==> src/rtl/llr_agg_pkg.sv <==
package llr_agg_pkg;

    localparam int LLR_W = 8;
    localparam int MAG_W = LLR_W - 1;

    typedef logic signed [LLR_W-1:0] llr_t;
    typedef logic [MAG_W-1:0]        mag_t;

    localparam mag_t MAG_MAX = '1;

    typedef struct packed {
        logic neg;
        mag_t mag;
    } soft_t;

    localparam soft_t SOFT_ID = '{neg: 1'b0, mag: MAG_MAX};

    typedef enum logic [1:0] {
        ST_IDLE  = 2'd0,
        ST_RUN   = 2'd1,
        ST_DRAIN = 2'd2,
        ST_PAD   = 2'd3
    } agg_state_e;

    // sign / saturated magnitude split; the most negative code maps to MAG_MAX
    function automatic soft_t split_llr(input llr_t x);
        soft_t s;
        logic [LLR_W-1:0] a;
        a     = x[LLR_W-1] ? (~x + 1'b1) : x;
        s.neg = x[LLR_W-1];
        s.mag = a[LLR_W-1] ? MAG_MAX : a[MAG_W-1:0];
        return s;
    endfunction

    function automatic llr_t join_soft(input soft_t s);
        llr_t p;
        p = llr_t'({1'b0, s.mag});
        return s.neg ? -p : p;
    endfunction

    // min-sum parity combine of two soft bits
    function automatic soft_t min_sum(input soft_t a, input soft_t b);
        soft_t r;
        r.neg = a.neg ^ b.neg;
        r.mag = (a.mag < b.mag) ? a.mag : b.mag;
        return r;
    endfunction

endpackage

==> src/rtl/llr_class_acc.sv <==
module llr_class_acc
    import llr_agg_pkg::*;
(
    input  logic  clk,
    input  logic  rst,
    input  logic  clr,
    input  logic  upd,
    input  soft_t din,
    output soft_t acc
);

    always_ff @(posedge clk) begin
        if (rst) begin
            acc <= SOFT_ID;
        end else if (clr) begin
            acc <= upd ? din : SOFT_ID;
        end else if (upd) begin
            acc <= min_sum(acc, din);
        end
    end

endmodule

==> src/rtl/llr_agg_ctrl.sv <==
module llr_agg_ctrl
    import llr_agg_pkg::*;
#(
    parameter int CLASSES = 7,
    parameter int IDX_W   = 3
) (
    input  logic             clk,
    input  logic             rst,
    input  logic             in_valid,
    input  logic             in_start,
    input  logic             in_last,
    output logic             clr_all,
    output logic             wr_en,
    output logic [IDX_W-1:0] wr_idx,
    output logic             out_valid,
    output logic [IDX_W-1:0] out_idx,
    output logic             pad_valid,
    output logic [IDX_W-1:0] pad_cnt
);

    localparam logic [IDX_W-1:0] LAST_IDX = IDX_W'(CLASSES - 1);

    agg_state_e       st_q;
    logic [IDX_W-1:0] ptr_q;
    logic [IDX_W-1:0] cnt_q;
    logic [IDX_W-1:0] ptr_nxt;
    logic             open_st;

    assign open_st = (st_q == ST_IDLE) || (st_q == ST_RUN);
    assign wr_en   = in_valid && open_st && (in_start || (st_q == ST_RUN));
    assign clr_all = wr_en && in_start;
    assign wr_idx  = in_start ? '0 : ptr_q;
    assign ptr_nxt = (wr_idx == LAST_IDX) ? '0 : wr_idx + 1'b1;

    always_ff @(posedge clk) begin
        if (rst) begin
            st_q  <= ST_IDLE;
            ptr_q <= '0;
            cnt_q <= '0;
        end else begin
            case (st_q)
                ST_IDLE, ST_RUN: begin
                    if (wr_en) begin
                        ptr_q <= ptr_nxt;
                        if (in_last) begin
                            st_q  <= ST_DRAIN;
                            cnt_q <= '0;
                        end else begin
                            st_q <= ST_RUN;
                        end
                    end
                end
                ST_DRAIN: begin
                    if (cnt_q == LAST_IDX) begin
                        st_q <= ST_PAD;
                    end else begin
                        cnt_q <= cnt_q + 1'b1;
                    end
                end
                default: st_q <= ST_IDLE;
            endcase
        end
    end

    assign out_valid = (st_q == ST_DRAIN);
    assign out_idx   = cnt_q;
    assign pad_valid = (st_q == ST_PAD);
    assign pad_cnt   = ptr_q;

endmodule

==> src/rtl/llr_out_mux.sv <==
module llr_out_mux
    import llr_agg_pkg::*;
#(
    parameter int CLASSES = 7,
    parameter int IDX_W   = 3
) (
    input  soft_t            accs [CLASSES],
    input  logic [IDX_W-1:0] sel,
    output llr_t             dout
);

    soft_t pick;

    always_comb begin
        pick = SOFT_ID;
        for (int i = 0; i < CLASSES; i++) begin
            if (sel == IDX_W'(i)) pick = accs[i];
        end
    end

    assign dout = join_soft(pick);

endmodule

==> src/rtl/llr_agg_unit.sv <==
module llr_agg_unit
    import llr_agg_pkg::*;
#(
    parameter int NUM_STATES = 8,
    localparam int CLASSES   = NUM_STATES - 1,
    localparam int IDX_W     = (CLASSES > 1) ? $clog2(CLASSES) : 1
) (
    input  logic             clk,
    input  logic             rst,
    input  logic             in_valid,
    input  logic             in_start,
    input  logic             in_last,
    input  logic [7:0]       in_llr,
    output logic             out_valid,
    output logic [IDX_W-1:0] out_idx,
    output logic [7:0]       out_llr,
    output logic             pad_valid,
    output logic [IDX_W-1:0] pad_cnt
);

    logic             clr_all;
    logic             wr_en;
    logic [IDX_W-1:0] wr_idx;
    soft_t            din;
    soft_t            accs [CLASSES];
    llr_t             mux_out;

    assign din = split_llr(llr_t'(in_llr));

    llr_agg_ctrl #(.CLASSES(CLASSES), .IDX_W(IDX_W)) u_ctrl (
        .clk       (clk),
        .rst       (rst),
        .in_valid  (in_valid),
        .in_start  (in_start),
        .in_last   (in_last),
        .clr_all   (clr_all),
        .wr_en     (wr_en),
        .wr_idx    (wr_idx),
        .out_valid (out_valid),
        .out_idx   (out_idx),
        .pad_valid (pad_valid),
        .pad_cnt   (pad_cnt)
    );

    for (genvar g = 0; g < CLASSES; g++) begin : g_cls
        logic hit;
        assign hit = wr_en && (wr_idx == IDX_W'(g));
        llr_class_acc u_acc (
            .clk (clk),
            .rst (rst),
            .clr (clr_all),
            .upd (hit),
            .din (din),
            .acc (accs[g])
        );
    end

    llr_out_mux #(.CLASSES(CLASSES), .IDX_W(IDX_W)) u_mux (
        .accs (accs),
        .sel  (out_idx),
        .dout (mux_out)
    );

    assign out_llr = mux_out;

endmodule

==> config.mk <==
export PLATFORM = sky130hd
export DESIGN_NAME = llr_agg_unit
export DESIGN_NICKNAME = d
export VERILOG_FILES = /design/src/rtl/llr_agg_pkg.sv /design/src/rtl/llr_class_acc.sv /design/src/rtl/llr_agg_ctrl.sv /design/src/rtl/llr_out_mux.sv /design/src/rtl/llr_agg_unit.sv
export SDC_FILE = /design/constraint.sdc
export NUM_CORES = 1
export LEC_CHECK = 0
export ABC_AREA = 0
export BUFFER_PORTS_ARGS = -buffer_cell sky130_fd_sc_hd__buf_2
export CORE_ASPECT_RATIO = 0.6
export CORE_UTILIZATION = 49
export CTS_BUF_LIST = sky130_fd_sc_hd__clkbuf_8
export CTS_CLUSTER_SIZE = 28
export DETAILED_ROUTE_END_ITERATION = 8
export HOLD_SLACK_MARGIN = 0.15
export PLACE_DENSITY = 0.67
export SYNTH_ARGS = -nofsm -noshare
export SYNTH_HDL_FRONTEND = slang
export SYNTH_HIERARCHICAL = 1
export SYNTH_SLANG_ARGS = --single-unit
==> constraint.sdc <==
create_clock -name clk -period 8.88 [get_ports clk]
set_clock_uncertainty 0.05 [all_clocks]
set_input_delay 0.444 -clock clk [delete_from_list [all_inputs] [get_ports clk]]
set_output_delay 0.444 -clock clk [all_outputs]
set_load 0.03 [all_outputs]
## After elaboration in Yosys (flattened, before gate mapping)

Index checks and enable logic that the tools add are counted.

| word-level totals | value |
|---|---|
| register bits after elaboration | 64 |
| input bits | 13 |
| output and inout bits | 16 |

| cells by class | value |
|---|---|
| add/sub/neg operators | 4 |
| order comparisons | 7 |
| equal/unequal tests | 26 |
| muxes and demuxes | 48 |
| bitwise logic cells | 8 |
| reduce and logical (&&, ||, !) cells | 34 |

Operators with widths:

| cell | number |
|---|---|
| $mux W8 | 30 |
| $mux W7 | 8 |
| $lt A7 B7 Y1 | 7 |
| $eq A3 B3 Y1 const B | 6 |
| $ne A2 B2 Y1 const B | 9 |
| $reduce_and A2 Y1 | 9 |
| $reduce_bool A2 Y1 | 8 |
| $mux W3 | 5 |
| $eq A3 B2 Y1 const B | 4 |
| $logic_and A1 B1 Y1 | 10 |
| $add A8 B1 Y8 const B | 1 |
| $neg A7 Y8 | 1 |
| $not A8 Y8 | 1 |
| $xor A1 B1 Y1 | 7 |
| $add A3 B1 Y3 const B | 2 |
| $eq A3 B1 Y1 const B | 2 |
| $logic_not A3 Y1 | 2 |
| $mux W2 | 3 |
| $pmux W3 S2 | 1 |
| $eq A2 B2 Y1 const B | 2 |
| $ne A2 B1 Y1 const B | 2 |
| $pmux W2 S2 | 1 |
| $reduce_and A4 Y1 | 1 |
| $eq A2 B1 Y1 const B | 1 |
| 3 further kinds | 4 |

## Longest topological paths before layout

| logic depth | value |
|---|---|
| word-level depth | 10 |
| mapped depth | 13 |
| gate-level depth less buffers | 12 |

## Modules after synthesis

Netlist, hierarchy kept.

Modules (own cells, without submodules):

| module | times used | cells an instance | area an instance (sq um) |
|---|---|---|---|
| llr_class_acc | 7 | 44 | 457.9 |
| llr_out_mux | 1 | 106 | 775.7 |
| llr_agg_ctrl | 1 | 55 | 494.2 |
| llr_agg_unit | 1 | 42 | 242.7 |

## Worst setup path before layout

OpenSTA, ideal clock, no wires.

| timing path | value |
|---|---|
| path type | in2reg |
| start point | in in_llr[0] |
| end point | reg g_cls[0].u_acc/acc[3] (netlist bit) |
| data arrival time | 3,498 ps |
| required time | 8,713 ps |
| slack | 5,214 ps |
| cell stages on the path | 13 |
| cells stage by stage | inv_1 > ha_1 > or3b_4 > and3_2 > o21ai_0 > inv_1 > ha_1 > nand4_1 > nor2_1 > a2111oi_4 > or3b_1 > buf_6 > o22a_2 |

RTL lines:

| element | line | text |
|---|---|---|
| start, declared | llr_agg_unit.sv:13 | `input logic [7:0] in_llr,` |
| end signal, assigned | llr_class_acc.sv:16 | `acc <= upd ? din : SOFT_ID;` |
| end signal, assigned | llr_class_acc.sv:18 | `acc <= min_sum(acc, din);` |
| end, declared | llr_class_acc.sv:9 | `output soft_t acc` |

## Final worst setup path

| timing path | value |
|---|---|
| start point | reg u_ctrl.cnt_q[0] (netlist: u_ctrl/out_idx[0]) |
| end point | out out_llr[6] |

| between the ends | value |
|---|---|
| cells in the longest elaborated chain, start to end | 10 |
| elaborated cells on any way between the ends | 16 |
| those cells by class | add/sub (1); eq/ne (6); mux (8); reduce/logical (1) |

Ends and longest elaborated chain:

| element | line | text |
|---|---|---|
| start, declared | llr_agg_ctrl.sv:25 | `logic [IDX_W-1:0] cnt_q;` |
| start signal, assigned | llr_agg_ctrl.sv:57 | `cnt_q <= cnt_q + 1'b1;` |
| $logic_not A3 Y1 | llr_out_mux.sv:17 | `if (sel == IDX_W'(i)) pick = accs[i];` |
| $mux W8 (6 in a row) | llr_out_mux.sv:17 |  |
| $mux W8 * | llr_out_mux.sv:17 |  |
| $neg A7 Y8 | llr_agg_pkg.sv:38 | `return s.neg ? -p : p;` |
| $mux W8 * | llr_agg_pkg.sv:38 |  |
| end, declared | llr_agg_unit.sv:16 | `output logic [7:0] out_llr,` |

Mark *: on every way between the ends. The rest lies on a longest branch, timed or not.

==> run metrics <==
status completed; Critical Path Source Type register; Post-CTS Setup Inserts 0; WL/cell 18.05 µm; Placer Congestion 0.8522; Post-DP Area 4942 µm²; die footprint 10040 µm²; row count 27; DR pass1 iterations 5; vias per inst 5.874; DR DRC count 0; Total Routing Usage GR 25.72%; critical-path maximum fanout 23; Simple-Gate Fraction of Synth Area 17.02%; I/O Pins 29; slowest cell on the critical path dfxtp_1; initial DRC count 300; Synth Area in XOR/XNOR 2.599%; clock slew at reported path FFs 70 ps; number of synthesized flops with an enable pin 0; ANT cells 0; min cycle time layout 3668 ps; Post-synth ARST share 0%; crit path DAT 3170 ps; most common cell after layout, fill and taps aside dfxtp_1; final setup vio count 0; Synth Net Count 570; pwr dens 135.1 nW/µm²; Die Wd 128.7 µm; Mean Syn Cell Area 9.233 µm²; worst vdd ir 0.00008162 V; crit path cell chain buf_4 > mux4_2 > nor2_1 > a221oi_1 > or3b_4 > o31ai_2 > xor2_1 > buf_2; R2R Setup Slk 6420 ps; Clock Root Buffer clkbuf_8; biggest cell delay along the critical path 630 ps; placed wire-length estimate 8875 µm; CTS tree built; TNS Setup 0 ps; Compound-Gate Fraction of Synth Area 29.22%; Crit path required time 8390 ps; Hold Vio Cnt, Final 0; unrepaired setup endpoints after global routing no; Core Area 9256 µm²; Final Instance Area 5115 µm²; number of port buffers 28; max_cap viols 0; multiplexer share of the synthesized area 4.508%; share of cells above drive strength 1 24.49%; Initial Util 50.97%; CTS Hold Buffers Added 0; largest net degree at the start of global routing 40; worst-margin pin slew 692.4 ps; Max Slew Vio Count 0; sequential share of the synthesized area 27.15%; warnings from Yosys 6; Final #Nets 598; via count 3953; Tcrit/Tclk final 41.30%; distinct cell type count after synthesis 63; clock sink count 64; Post-Synth Adder-Cell Area 12.20%; first-pass GRT wire length 19600 µm; H-Tree Depth 3; Antenna Nets Post-Route 0; Fmax achieved 272.6 MHz; total grt overflow 0; Gate Count Post-Synth 511; WS Path Type reg2out; most frequent cells in the layout dfxtp_1 (64), nor2_1 (51), inv_1 (50); Num CTS Buffers 9; Filler cells 854; total wire length 12150 µm; Post-CTS Resized 0; Area Overhead vs Synth 8.406%; Post-Syn Area 4718 µm²; vias in the first global route 3738; antenna violations before repair 0; Vert. Die Dim 78.01 µm; post-synthesis register bit count 64; Primary FF master, synth dfxtp_1; Clk Latency, worst-skew pair 350 ps; Leakage Power 0.001930 µW; largest family of logic cells by synthesized area compound AO/OA/AOI/OAI gates; Crit. End Element output port; Hold Crit Class in2reg; clk buf depth 2; headroom to the max-slew limit 53.73%
==> sequential cells by signal (all words and copies together) (netlist names) <==
| name | flops |
|---|---|
| u_ctrl/st_q | 2 |
| g_cls.u_acc/acc | 56 |
| u_ctrl/pad_cnt | 3 |
| u_ctrl/out_idx | 3 |
==> synth_stat cells, drive strengths merged (2+ instances only) <==
master   count  share of area, %
mux2         2              0.48
xor2         3              0.56
a31oi        2              0.27
buf         13               2.7
or3b         9               1.8
o22a        49                10
ha          46                12
a221oi       2              0.50
o21a         2              0.32
a211o        9               1.7
nor2        52               4.2
nor4b        2              0.37
a21oi       17               1.8
o21bai       7               1.7
clkbuf       7              0.58
or3          2              0.27
o21ai       23               2.5
and3         2              0.29
nand2       16               1.3
o41ai        2              0.37
nand4        8               1.1
mux4         4               1.9
a2111oi      8               4.7
xnor2       11               2.0
nor3b        3              0.48
nor2b       13               1.8
mux2i       10               2.1
a211oi      10               1.6
a21o         2              0.32
dfxtp       64                27
o31ai        6               1.1
a22oi        2              0.32
nor4         2              0.27
nand3        4              0.42
nor3        10               1.1
inv         50               4.0
o2bb2ai      2              0.37
o211ai       3              0.48
nand2b      21               2.8
==> layout make-up <==
| type | count | area [µm²] | area share, % |
|---|---|---|---|
| sequential | 64 | 1281 | 25.05 |
| multi-input combinational | 376 | 3099 | 60.59 |
| timing repair buffer | 37 | 207.7 | 4.061 |
| clock buffer | 11 | 151.4 | 2.960 |
| inverter | 51 | 191.4 | 3.743 |
| clock inverter | 4 | 21.27 | 0.4159 |
| tap | 130 | 162.7 | 3.180 |
==> cells by family (layout without fill, tap and decap cells) <==
logic type,Yosys count,count (layout)
fa+ha+maj,46,46
mux,16,16
simple gates,149,149
xor+xnor,14,14
flops,64,64
compound gates,151,151
buf+inv,71,103
==> final timing paths <==
| path | startpoint | cells past startpoint | end |
|---|---|---|---|
| max reg2reg | u_ctrl/st_q[0] | 6 | g_cls[0].u_acc/acc[1] |
| min | in_last | 2 | u_ctrl/out_idx[2] |
| min reg2reg | g_cls[0].u_acc/acc[6] | 1 | g_cls[0].u_acc/acc[6] |
| max | u_ctrl/out_idx[0] | 8 | out_llr[6] |
==> routing by layer <==
metal | part of all wire (%) | global-route usage [%]
met1 | 52 | 38.27
met2 | 41 | 36.65
met3 | 5.6 | 5.726
met4 | 0.97 | 7.176
met5 | 0 | 0
==> where the power goes <==
part	total [µW]	leakage [µW]	switching [µW]	internal [µW]
sequential	298	0.000519	6.68	291
combinational	167	0.00132	104	63.1
clock	226	0.0000924	113	113
total	691	0.00193	224	467
==> critical path, delay by kind of cell, from the launching register on <==
family                 cells  cell delay [ps]
AO/OA/AOI/OAI              2              340
XOR/XNOR                   1              170
flip-flops                 1              630
AND/OR/NAND/NOR            2              550
multiplexers               1              550
buffers and inverters      2              580
==> per-stage QoR <==
stage,total power (µW),util (%),instances,setup WS (ps),hold slack [ps]
4_1_cts,695.3,55.26,673,5193,278.3
5_1_grt,727.5,55.26,673,5006,279.0
2_1_floorplan,424.2,-,511,5215,432.2
3_3_place_gp,463.4,53.39,658,5435,447.3
3_5_place_dp,469.6,53.39,658,5354,455.3
6_report,691.3,55.26,673,5212,293.3
Power figures use the tool's default switching activity.
